## src/rtl/cfgport_pkg.sv

```systemverilog
package cfgport_pkg;

    localparam int ADDR_W   = 4;
    localparam int PAD_W    = 2;
    localparam int DATA_W   = 10;
    localparam int FRAME_W  = ADDR_W + PAD_W + DATA_W;
    localparam int GAIN_W   = 9;
    localparam int NUM_REGS = 7;

    typedef enum logic [ADDR_W-1:0] {
        REG_MODE   = 4'd0,
        REG_OFS_R  = 4'd1,
        REG_OFS_G  = 4'd2,
        REG_OFS_B  = 4'd3,
        REG_GAIN_R = 4'd4,
        REG_GAIN_G = 4'd5,
        REG_GAIN_B = 4'd6
    } reg_addr_e;

    typedef struct packed {
        logic [ADDR_W-1:0] addr;
        logic [PAD_W-1:0]  pad;
        logic [DATA_W-1:0] data;
    } frame_t;

    typedef struct packed {
        logic              wr;
        logic [ADDR_W-1:0] addr;
        logic [DATA_W-1:0] data;
    } wr_req_t;

    function automatic bit is_gain_slot(int idx);
        return (idx >= int'(REG_GAIN_R)) && (idx <= int'(REG_GAIN_B));
    endfunction

    function automatic int slot_width(int idx);
        return is_gain_slot(idx) ? GAIN_W : DATA_W;
    endfunction

endpackage

```

## src/rtl/cfgport_sync.sv

```systemverilog
module cfgport_sync #(
    parameter int          W        = 3,
    parameter int          STAGES   = 2,
    parameter logic [W-1:0] RST_VAL = '0
) (
    input  logic         clk,
    input  logic         rst,
    input  logic [W-1:0] async_i,
    output logic [W-1:0] sync_o
);
    logic [W-1:0] stage_q [STAGES];

    always_ff @(posedge clk) begin
        if (rst) begin
            for (int s = 0; s < STAGES; s++) stage_q[s] <= RST_VAL;
        end else begin
            stage_q[0] <= async_i;
            for (int s = 1; s < STAGES; s++) stage_q[s] <= stage_q[s-1];
        end
    end

    assign sync_o = stage_q[STAGES-1];
endmodule

```

## src/rtl/cfgport_frame_rx.sv

```systemverilog
module cfgport_frame_rx
    import cfgport_pkg::*;
#(
    parameter int FRM_W = FRAME_W
) (
    input  logic    clk,
    input  logic    rst,
    input  logic    sel_n_s,
    input  logic    sclk_s,
    input  logic    sdat_s,
    output wr_req_t req_o
);
    localparam int               CNT_W = $clog2(FRM_W + 1);
    localparam logic [CNT_W-1:0] FULL  = CNT_W'(FRM_W);

    logic             sclk_d, sel_d;
    logic [CNT_W-1:0] cnt;
    logic [FRM_W-1:0] shift_q;
    frame_t           frm;

    wire sel_fall  = sel_d && !sel_n_s;
    wire sel_rise  = !sel_d && sel_n_s;
    wire bit_take  = !sel_n_s && sclk_s && !sclk_d;

    assign frm = frame_t'(shift_q[FRAME_W-1:0]);

    always_ff @(posedge clk) begin
        if (rst) begin
            sclk_d  <= 1'b0;
            sel_d   <= 1'b1;
            cnt     <= '0;
            shift_q <= '0;
            req_o   <= '0;
        end else begin
            sclk_d   <= sclk_s;
            sel_d    <= sel_n_s;
            req_o.wr <= 1'b0;
            if (sel_fall) begin
                cnt <= '0;
            end else if (bit_take) begin
                shift_q <= {shift_q[FRM_W-2:0], sdat_s};
                if (cnt != FULL) cnt <= cnt + 1'b1;
            end
            if (sel_rise && cnt == FULL) begin
                req_o.wr   <= 1'b1;
                req_o.addr <= frm.addr;
                req_o.data <= frm.data;
            end
        end
    end


    cnt_bound_chk: assert property (@(posedge clk) disable iff (rst)
        cnt <= FULL);


    gate_hold_chk: assert property (@(posedge clk) disable iff (rst)
        sel_n_s |=> $stable(shift_q));


    short_no_wr_chk: assert property (@(posedge clk) disable iff (rst)
        (sel_rise && cnt != FULL) |=> !req_o.wr);
endmodule

```

## src/rtl/cfgport_regbank.sv

```systemverilog
module cfgport_regbank
    import cfgport_pkg::*;
#(
    parameter int N_REGS = NUM_REGS
) (
    input  logic              clk,
    input  logic              rst,
    input  wr_req_t           req_i,
    output logic [DATA_W-1:0] regs_o [N_REGS]
);
    logic [N_REGS*DATA_W-1:0] flat;

    for (genvar i = 0; i < N_REGS; i++) begin : g_slot
        localparam int SW = slot_width(i);
        logic [SW-1:0] q;

        always_ff @(posedge clk) begin
            if (rst)
                q <= '0;
            else if (req_i.wr && req_i.addr == ADDR_W'(i))
                q <= req_i.data[SW-1:0];
        end

        assign regs_o[i] = DATA_W'(q);
        assign flat[i*DATA_W +: DATA_W] = regs_o[i];
    end


    reset_clear_chk: assert property (@(posedge clk)
        rst |=> (flat == '0));


    idle_hold_chk: assert property (@(posedge clk) disable iff (rst)
        !req_i.wr |=> $stable(flat));


    unmapped_drop_chk: assert property (@(posedge clk) disable iff (rst)
        (req_i.wr && int'(req_i.addr) >= N_REGS) |=> $stable(flat));
endmodule

```

## src/rtl/cfg_serial_port.sv

```systemverilog
module cfg_serial_port
    import cfgport_pkg::*;
#(
    parameter int SYNC_STAGES = 2
) (
    input  logic              clk,
    input  logic              rst,
    input  logic              ser_sel_n,
    input  logic              ser_clk,
    input  logic              ser_dat,
    output logic [DATA_W-1:0] mode_word,
    output logic              gain_range_sel,
    output logic [DATA_W-1:0] offset_red,
    output logic [DATA_W-1:0] offset_green,
    output logic [DATA_W-1:0] offset_blue,
    output logic [GAIN_W-1:0] gain_red,
    output logic [GAIN_W-1:0] gain_green,
    output logic [GAIN_W-1:0] gain_blue
);
    logic [2:0]        pins_s;
    wr_req_t           req;
    logic [DATA_W-1:0] regs [NUM_REGS];

    cfgport_sync #(.W(3), .STAGES(SYNC_STAGES), .RST_VAL(3'b100)) u_sync (
        .clk     (clk),
        .rst     (rst),
        .async_i ({ser_sel_n, ser_clk, ser_dat}),
        .sync_o  (pins_s)
    );

    cfgport_frame_rx #(.FRM_W(FRAME_W)) u_rx (
        .clk     (clk),
        .rst     (rst),
        .sel_n_s (pins_s[2]),
        .sclk_s  (pins_s[1]),
        .sdat_s  (pins_s[0]),
        .req_o   (req)
    );

    cfgport_regbank #(.N_REGS(NUM_REGS)) u_bank (
        .clk    (clk),
        .rst    (rst),
        .req_i  (req),
        .regs_o (regs)
    );

    assign mode_word      = regs[REG_MODE];
    assign gain_range_sel = regs[REG_MODE][0];
    assign offset_red     = regs[REG_OFS_R];
    assign offset_green   = regs[REG_OFS_G];
    assign offset_blue    = regs[REG_OFS_B];
    assign gain_red       = regs[REG_GAIN_R][GAIN_W-1:0];
    assign gain_green     = regs[REG_GAIN_G][GAIN_W-1:0];
    assign gain_blue      = regs[REG_GAIN_B][GAIN_W-1:0];


    range_follow_chk: assert property (@(posedge clk) disable iff (rst)
        $changed(mode_word[0]) |-> (gain_range_sel == mode_word[0]));
endmodule

```

## config.mk

```make
export PLATFORM = sky130hd
export DESIGN_NAME = cfg_serial_port
export DESIGN_NICKNAME = d
export VERILOG_FILES = /design/src/rtl/cfgport_pkg.sv /design/src/rtl/cfgport_sync.sv /design/src/rtl/cfgport_frame_rx.sv /design/src/rtl/cfgport_regbank.sv /design/src/rtl/cfg_serial_port.sv
export SDC_FILE = /design/constraint.sdc
export NUM_CORES = 1
export LEC_CHECK = 0
export BUFFER_PORTS_ARGS = -buffer_cell sky130_fd_sc_hd__buf_2
export CORE_MARGIN = 1.5
export CORE_UTILIZATION = 35
export CTS_CLUSTER_SIZE = 12
export DETAILED_ROUTE_END_ITERATION = 8
export GPL_TIMING_DRIVEN = 0
export PLACE_DENSITY = 0.64
export SKIP_LAST_GASP = 1
export SLEW_MARGIN = 20
export SYNTH_ARGS = -nofsm -noshare
export SYNTH_HDL_FRONTEND = slang
export SYNTH_HIERARCHICAL = 1
export SYNTH_SLANG_ARGS = --single-unit
```

## constraint.sdc

```tcl
create_clock -name clk -period 2.1 [get_ports clk]
set_input_delay 0.105 -clock clk [delete_from_list [all_inputs] [get_ports clk]]
set_output_delay 0.105 -clock clk [all_outputs]
set_load 0.02 [all_outputs]
```

# After elaboration in Yosys (flattened, before gate mapping)

Memories as Yosys holds them, arrays and structs flattened.
Cells that the tools add are included.

Latch bits: 0
Memories kept: 1
Input port bits: 5
Bits in registers: 105
Bits in read-only memories: 0
Bits in writable memories: 6
Output and inout bits: 68

Divide/modulo/power cells: 0
Reduce and logical (&&, ||, !) cells: 19
Order comparisons: 0
Multiply operators: 0
Eq/ne operators: 8
Shift operators: 0
Bitwise gates (word level): 3
Mux-type cells: 6
$add $sub $neg: 1

Memory list:

| memory         | words | width | read ports | clocked after Yosys merged registers in | wr ports | line               | source |
|---|---|---|---|---|---|---|---|
| u_sync.stage_q | 2     | 3     | 2          | 0                                       | 2        | cfgport_sync.sv:11 | `logic [W-1:0] stage_q [STAGES];` |

Operators with widths:

| cell                  | count |
|---|---|
| $mux W15              | 1 |
| $eq A4 B3 Y1 const B  | 3 |
| $logic_and A1 B1 Y1   | 12 |
| $eq A4 B2 Y1 const B  | 2 |
| $mux W3               | 2 |
| $add A5 B1 Y5 const B | 1 |
| $eq A5 B5 Y1 const B  | 1 |
| $ne A5 B5 Y1 const B  | 1 |
| $eq A4 B1 Y1 const B  | 1 |
| $logic_not A4 Y1      | 1 |
| $reduce_and A2 Y1     | 2 |
| $logic_not A1 Y1      | 3 |
| $mux W1               | 3 |
| $or A1 B1 Y1          | 2 |
| $reduce_or A2 Y1      | 1 |
| $not A1 Y1            | 1 |

# Logic depth before layout (Yosys ltp)

Gate-level depths: netlist (run 1).
An unclocked memory read counts as a cell.

Depth after elaboration: 5
Depth in mapped cells: 6

# Hierarchy

The synthesis (run 1) kept the hierarchy.

By module, submodules not included:

| module           | instances | area each (sq um) | sequential area each (sq um) | cells an instance |
|---|---|---|---|---|
| cfgport_regbank  | 1         | 2710.1            | 1341.3                       | 241 |
| cfgport_frame_rx | 1         | 1482.7            | 760.7                        | 149 |
| cfgport_sync     | 1         | 180.2             | 120.1                        | 15 |
| cfg_serial_port  | 1         | 7.5               | 0.0                          | 1 |

# Worst setup path before layout (run 1)

OpenSTA, ideal clock, no wires.

Path type: register -> register
From: memory u_sync.stage_q[1][2] (netlist: u_sync/stage_q[0][5])
To: register u_rx.cnt[2]
Clock period less this slack: 1579 ps
Arrival: 1492 ps
Setup slack: 521 ps
Cell stages (with the launch flop): 5
Path through: dfxtp_1 -> buf_4 -> or3b_1 -> or4_1 -> a221oi_2

RTL lines:

| element              | line                   | source |
|---|---|---|
| from (decl)          | cfgport_sync.sv:11     |  |
| to (signal assigned) | cfgport_frame_rx.sv:42 | `if (cnt != FULL) cnt <= cnt + 1'b1;` |
| to (decl)            | cfgport_frame_rx.sv:17 | `logic [CNT_W-1:0] cnt;` |

==> run metrics, run 1 <==
GPL Wtd Cong=0.751; Post-CTS Setup Bufs=0; NetSw=790 uW; htree depth=3; RSZ-0062 raised after global routing=no; Pint=3.11 mW; CTS Hold Buffers Added=3; Clock power frac=43.7%; Pins Over Slew Limit=0; DRC viols=0; layout cells sized above 1=22.3%; port bufs=72; first-pass GRT wire length=15300 um; worst reg2reg setup slack=0.33 ns; yosys synthesis warning count=6; vias in the first global route=2955; Top Ports=73; Root Driver=clkbuf_16; final worst path period share=84.3%; register share of total power=54.1%; Total Die Area=0.0131 mm2; Comb pwr share=2.2%; ANT cells=0; PostCTS Resize Cnt=0; Max-cap violations=0; Initial Util=36.1%; CP Capture Type=flop; CTS tree=done; Total Power=3.91 mW; mapped cell area=0.00435 mm2; Area Overhead vs Synth=20.7%; pin count of the biggest net entering global routing=18; Inst Count DP=642; Clock Tree Buf Depth=2; final worst setup slack=0.330 ns; dpl ws=0.354 ns; Vias/cell=4.55; final wirelength=9430 um; syn_nets=409; gr usage total=15.1%; crit path DAT=2.04 ns; worst-path maximum fanout=10; cells after synthesis=402; Worst-Skew Late Latency=0.34 ns; worst vdd ir=0.339 mV; most common cell after layout, fill and taps aside=dfxtp_1; DR vias=3008; drt first-iter violations=130; Avg WL per Cell=14.3 um; gr ovfl total=0; status=complete, no violations; Sink Count=111; Pre-Repair DR Iteration Count=4; Layout Skew=0.00750 ns; Core Util, Final=43.6%; nets=495; die height=115 um; Worst slew margin=46.4%; Critical Path Source Type=flop; num rows=40; P_leak=2.52 nW; PwrDens=743 mW/mm2; final cell count without fillers=661; post-route setup TNS=0 ns; Switching Share=20.2%; Core Box Area=0.0121 mm2; post-route antenna net violation count=0; width of the die=115 um; CP required=2.37 ns; fmax=565 MHz; final hold viol count=0; Final HPWL DP=6820 um; path type of the worst min-delay path=in2reg; CTS Buf Count=9; initial antenna violation count=0; critical path type=reg2reg; Reg clk slew, reported paths=0.07 ns; minimum clock period=1.77 ns; most frequent cells in the layout=111 x dfxtp_1, 97 x mux2i_1, 77 x nand2b_1; final setup vio count=0; slew at the pin closest to its max-slew limit=0.792 ns; synthesized area per cell=10.8 um2
[path summary, 6_finish.rpt]
path                                             end                  from  depth (start not counted)
worst max register to register          u_rx/frm[14]  u_sync/stage_q[0][5]                          4
worst max-delay path                    u_rx/frm[14]  u_sync/stage_q[0][5]                          4
worst min register to register  u_sync/stage_q[0][5]  u_sync/stage_q[0][2]                          1
worst min-delay path            u_sync/stage_q[0][4]                   rst                          2
[layout make-up]
cell class                      instances  area (um2)
Fill cell                            1177        6810
Tap cell                              168         210
Clock inverter                          4        53.8
Buffer                                 25         131
Multi-Input combinational cell        260        1980
Sequential cell                       111        2220
Timing Repair Buffer                   75         390
Clock buffer                           12         246
Inverter                                6        22.5
[per-stage QoR]
step | cell area, um2 | hold WS (ns)
6_report | 5260 | 0.0991
5_1_grt | 5260 | 0.116
4_1_cts | 5260 | 0.100
3_5_place_dp | 4920 | 0.289
3_3_place_gp | 4920 | 0.285
2_1_floorplan | 4350 | 0.177
[layer usage]
layer / part of all wire (%) / track usage, %
met5: 0 / 0
met4: 1.4 / 4.42
met3: 3.7 / 3.55
met2: 46 / 24.6
met1: 49 / 20.1
[state kept, by name (all words and copies together), names as in the netlist]
signal and count:
u_bank/g_slot.q 67, u_rx/frm 16, u_rx/req_o 15, u_sync/stage_q 6
u_rx/cnt 5, u_rx/sclk_d 1, u_rx/sel_d 1
[critical path, stage by stage, from the launching register on]
cell and delay, ns:
dfxtp_1 0.30, buf_4 0.13, nor4b_1 0.71, buf_4 0.35, mux2i_1 0.21
[power groups by stage]
stage / clock [mW] / combinational (mW) / sequential [mW]
after floorplan: 0 / 0.0596 / 2.16
after global placement: 0 / 0.0813 / 2.16
after global routing: 1.85 / 0.0955 / 2.11
after CTS: 1.77 / 0.0874 / 2.11
final: 1.71 / 0.0864 / 2.11
after detailed placement: 0 / 0.0826 / 2.16
No activity file was read; power rests on OpenSTA's default activity.
==> inputs of run 2 (changes only) <==
clock period = 1.7 ns   (was 2.1 ns; I/O delays follow)
==> run 2 against run 1 <==
Effect of this change: register-to-register slack got worse by 0.29 ns; highest routed layer unchanged; non-clock buffer count fell by 1; critical endpoint is now u_rx/cnt[2]; hold slack got worse by 0.017 ns; sequential power rose by 24%.
==> run metrics, run 2 (synthesis results as in run 1) <==
status=complete, no violations; Layout Skew=0.00743 ns (-0.0000673 ns); CTS Buf Count=9 (unchanged); drt first-iter violations=140 (+7.7%); Pins Over Slew Limit=0 (unchanged); crit-path cells=buf_4, or3b_1, or4_1, a221oi_2; die height=115 um (unchanged); gr usage total=15.2% (+0.023 points); Reg area=0.00222 mm2 (+0.11%); Worst-Skew Late Latency=0.34 ns (about the same); final cell count without fillers=660 (-0.15%); Inst Count DP=642 (unchanged); WP depth=4 (unchanged); CP required=1.96 ns (-0.41 ns); final hold viol count=0 (unchanged); CP Capture Type=flop; Initial Util=36.1% (unchanged); first-pass GRT wire length=15400 um (+0.18%); Vias/cell=4.58 (+0.58%); nets=494 (-0.20%); worst stage delay on the critical path=0.50 ns (-0.21 ns); CP Launch Point=u_sync/stage_q[0][5]; pin count of the biggest net entering global routing=18 (unchanged); met3 WL=352 um (-0.28%); htree depth=3 (unchanged); Top reg by flops=u_bank/g_slot.q; Clock Tree Buf Depth=2 (unchanged); max FFs per register=67 (unchanged); area of the multi-input gates=0.00198 mm2 (+0.32%); gr ovfl total=0 (unchanged); initial antenna violation count=0 (unchanged); Sink Count=111 (unchanged); dpl ws=-0.0463 ns (-0.400 ns); Area Overhead vs Synth=20.8% (about the same); GPL Wtd Cong=0.751 (unchanged); Reg clk slew, reported paths=0.07 ns (about the same); final wirelength=9430 um (about the same); Top Ports=73 (unchanged); final worst setup slack=0.0369 ns (-0.293 ns); DRC viols=0 (unchanged); Max-cap violations=0 (unchanged); crit path DAT=1.92 ns (-0.12 ns); Total Die Area=0.0131 mm2 (unchanged); most frequent cells in the layout=109 x dfxtp_1, 97 x mux2i_1, 77 x nand2b_1; max layer used=met4; slew at the pin closest to its max-slew limit=0.536 ns (-0.256 ns); post-route antenna net violation count=0 (unchanged); PwrDens=916 mW/mm2 (+23%); Top delay family on crit path=simple AND/OR/NAND/NOR gates; worst reg2reg setup slack=0.04 ns (-0.29 ns); RSZ-0062 raised after global routing=yes; minimum clock period=1.66 ns (-0.107 ns); vias in the first global route=2959 (+0.14%); met2 wire length=4440 um (+2.8%); M1 WL=4510 um (-2.4%); CP endpoint=u_rx/cnt[2]; Slowest cell on crit path=or4_1; Final HPWL DP=6820 um (unchanged); most common cell after layout, fill and taps aside=dfxtp_1; fmax=601 MHz (+6.4%); Critical Path Source Type=flop; Root Driver=clkbuf_16; Fill cells=1178 (+0.085%); worst vdd ir=0.417 mV (+23%); ANT cells=0 (unchanged); Worst slew margin=64.2% (+18 points); reg2reg start=u_sync/stage_q[0][5]; layout cells sized above 1=23.0% (+0.66 points); Avg WL per Cell=14.3 um (+0.20%); final setup vio count=0 (unchanged); RR Endpoint=u_rx/cnt[2]; CTS tree=done; critical path type=reg2reg; Core Box Area=0.0121 mm2 (unchanged); worst-path maximum fanout=4 (-6); width of the die=115 um (unchanged); final worst path period share=97.8% (+14 points); P_leak=2.52 nW (about the same); CP Buf/Inv Count=1 (-1); path type of the worst min-delay path=in2reg; port bufs=72 (unchanged); worst reg2reg path depth=4 (unchanged); Pre-Repair DR Iteration Count=4 (unchanged); DR vias=3021 (+0.43%); Total Power=4.82 mW (+23%); num rows=40 (unchanged)
## run 2: changes by cell type in the layout (fill, tap and decap cells not counted)
| cell | change |
|---|---|
| clkbuf_1 | -1 |
| dfxtp_1 | -2 |
| dfxtp_2 | +2 |
| nor4b_1 | -1 |
| nor4b_2 | +1 |
## run 2: what timing repair did
action	CTS	global route
resized for setup	1	2
hold endpoints to repair	3	0
hold buffers	3	0
endpoints found under the setup margin	10	15
buffers inserted	0	0
## run 2: per-stage QoR
| step | utilization, % | hold slack, ns | setup TNS [ns] | instance area [um2] |
|---|---|---|---|---|
| floorplan | - | 0.157 | 0 | 4350 |
| global placement | 40.8 | 0.265 | -0.259 | 4920 |
| detailed placement | 40.8 | 0.269 | -0.259 | 4920 |
| CTS | 43.6 | 0.0802 | 0 | 5260 |
| global route | 43.6 | 0.0959 | -0.0123 | 5260 |
| finish | 43.6 | 0.0820 | 0 | 5260 |
## run 2: routing by layer
layer | vias up | track usage [%]
met2 | 60 | 24.6
met3 | 10 | 3.55
met5 | - | 0
li1 | 1511 | -
met4 | 0 | 4.42
met1 | 1440 | 20.1
## run 2: worst min path at each step
stage	from	slack [ns]	endpoint	depth (start not counted)
global route	rst	0.1	u_sync/stage_q[0][4]	2
detailed placement	ser_sel_n	0.27	u_sync/stage_q[0][2]	2
global placement	ser_sel_n	0.26	u_sync/stage_q[0][2]	2
floorplan	rst	0.16	u_sync/stage_q[0][0]	1
CTS	rst	0.08	u_sync/stage_q[0][4]	2
finish	rst	0.08	u_sync/stage_q[0][4]	2
## run 2: final cells by class
type	count	share of cell area (%)
clock inverters	4	1.02
repair buffers	75	7.42
plain buffers	24	2.43
flip-flops and latches	111	42.3
multi-input cells	260	37.7
well taps	168	4.00
inverters	6	0.428
clock buffers	12	4.69
## run 2: report_power, final
part	switching (mW)	internal, mW
Clock	0.911	1.19
Sequential	0.00345	2.61
Combinational	0.0555	0.0516
Total	0.970	3.85
## run 2: worst register-to-register path, stage by stage (launching register included)
cell	delay, ns
dfxtp_1	0.30
buf_4	0.13
or3b_1	0.42
or4_1	0.50
a221oi_2	0.23
==> inputs of run 3 (changes only) <==
GPL_TIMING_DRIVEN = 1   (was 0)
==> run 3 against run 2 <==
Effect of this change: maximum frequency increased by 6.9%; critical path depth up 1; cell count shrank 2.6%; global-route usage fell by 0.54 points; largest power group unchanged; clock skew decreased by 0.0018 ns; hold slack got worse by 0.00073 ns; sequential share of layout area increased by 0.53 points; final area shrank 1.3%; die area unchanged; critical path type unchanged; setup slack improved by 0.11 ns.
==> run metrics, run 3 (synthesis results as in run 1) <==
Worst-Skew Late Latency=0.34 ns (about the same); ANT cells=0 (unchanged); DR vias=2940 (-2.7%); Total Die Area=0.0131 mm2 (unchanged); slew at the pin closest to its max-slew limit=0.477 ns (-0.0590 ns); Area Overhead vs Synth=19.3%; Layout Skew=0.00562 ns (-0.00181 ns); Sink Count=111 (unchanged); Critical Path Source Type=flop; Clock Tree Buf Depth=2 (unchanged); final setup vio count=0 (unchanged); final worst path period share=91.5% (-6.3 points); GPL Wtd Cong=0.758 (+1.0%); worst-path maximum fanout=4 (unchanged); htree depth=3 (unchanged); post-route antenna net violation count=0 (unchanged); Top Ports=73 (unchanged); Worst slew margin=68.2% (+3.9 points); critical path type=reg2reg; Vias/cell=4.57 (-0.11%); max FFs per register=67 (unchanged); worst reg2reg setup slack=0.14 ns (+0.11 ns); P_leak=2.50 nW (-0.93%); crit path DAT=1.82 ns (-0.10 ns); most frequent cells in the layout=110 x dfxtp_1, 97 x mux2i_1, 77 x nand2b_1; Reg clk slew, reported paths=0.07 ns (about the same); Worst Hold Launch=rst; worst vdd ir=0.482 mV (+16%); Pins Over Slew Limit=0 (unchanged); pin count of the biggest net entering global routing=37 (+19); Core Util, Final=43.0% (-0.56 points); RR Endpoint=u_rx/cnt[2]; Top reg by flops=u_bank/g_slot.q; num rows=40 (unchanged); die height=115 um (unchanged); reg2reg start=u_rx/cnt[1]; gr usage total=14.6% (-0.54 points); layout cells sized above 1=22.9% (about the same); post-route setup TNS=0 ns (unchanged); Avg WL per Cell=14.2 um (-0.49%); DRC viols=0 (unchanged); Total Power=4.85 mW (+0.74%); status=complete, no violations; width of the die=115 um (unchanged); Root Driver=clkbuf_16; nets=477 (-3.4%); first-pass GRT wire length=14800 um (-3.5%); Max-cap violations=0 (unchanged); CTS tree=done; drt first-iter violations=162 (+16%); RSZ-0062 raised after global routing=no; Post-CTS Setup Bufs=0 (unchanged); vias in the first global route=2890 (-2.3%); Final HPWL DP=6310 um (-7.5%); Initial Util=36.1% (unchanged); gr ovfl total=0 (unchanged); CP Capture Type=flop; final hold viol count=0 (unchanged); WHS Endpoint=u_rx/req_o[14]; PwrDens=935 mW/mm2 (+2.1%); fmax=643 MHz (+6.9%); hold path cells=2 (unchanged); port bufs=72 (unchanged); CTS Buf Count=9 (unchanged); worst reg2reg path depth=5 (+1); most common cell after layout, fill and taps aside=dfxtp_1; initial antenna violation count=0 (unchanged); path type of the worst min-delay path=in2reg; minimum clock period=1.56 ns (-0.108 ns); CP required=1.96 ns (about the same); final wirelength=9150 um (-3.1%); Core Box Area=0.0121 mm2 (unchanged); Pre-Repair DR Iteration Count=4 (unchanged)
run 3: cell count changes in the layout (fill, tap and decap cells not counted):
cell	change
buf_2	-3
buf_6	-1
clkbuf_1	-14
clkbuf_8	+1
clkinv_2	+1
clkinv_4	+1
clkinvlp_4	-2
dfxtp_1	+1
dfxtp_2	-1
run 3: worst max-delay path: stages (launching register included):
cell	delay, ns
dfxtp_1	0.38
inv_1	0.06
ha_1	0.16
and4bb_2	0.24
or4_1	0.42
a221oi_2	0.21
run 3: final cells by class:
class	count	area, um2
Inverter	6	22.5
Sequential cell	111	2220
Timing Repair Buffer	82	443
Tap cell	168	210
Fill cell	1148	6870
Clock buffer	12	256
Clock inverter	4	52.6
Multi-Input combinational cell	260	1980
run 3: what timing repair did:
| action | CTS | global route |
|---|---|---|
| resized for setup | 0 | 1 |
| hold endpoints to repair | 3 | 0 |
| endpoints found under the setup margin | 0 | 1 |
| hold buffers | 3 | 0 |
run 3: per-layer routing:
metal	global-route usage [%]	wire [um]	vias up
met4	5.17	113	0
li1	-	-	1478
met1	19.2	4280	1393
met3	3.60	432	10
met2	23.5	4320	59
met5	0	0	-
run 3: stage by stage:
| stage | area (um2) | hold WS [ns] | std cells | worst slack [ns] |
|---|---|---|---|---|
| after detailed placement | 4850 | 0.276 | 624 | 0.109 |
| after global routing | 5190 | 0.0853 | 643 | 0.00398 |
| final | 5190 | 0.0812 | 643 | 0.144 |
| after CTS | 5190 | 0.0708 | 643 | 0.0857 |
| after floorplan | 4350 | 0.157 | 402 | 0.121 |
| after global placement | 4850 | 0.266 | 624 | 0.145 |
run 3: worst max path at each step:
stage,cells after the start,slack (ns),to,start
after floorplan,4,0.12,u_rx/cnt[2],u_sync/stage_q[0][5]
after global placement,5,0.15,u_rx/cnt[2],u_rx/cnt[0]
after detailed placement,5,0.11,u_rx/cnt[2],u_rx/cnt[0]
after CTS,5,0.09,u_rx/cnt[2],u_rx/cnt[0]
after global routing,5,0.004,u_rx/cnt[2],u_rx/cnt[0]
final,5,0.14,u_rx/cnt[2],u_rx/cnt[1]
run 3: power by group:
part	internal [mW]	total, mW	switching, mW
Combinational	0.0490	0.0987	0.0497
Sequential	2.61	2.61	0.00461
Clock	1.23	2.14	0.914
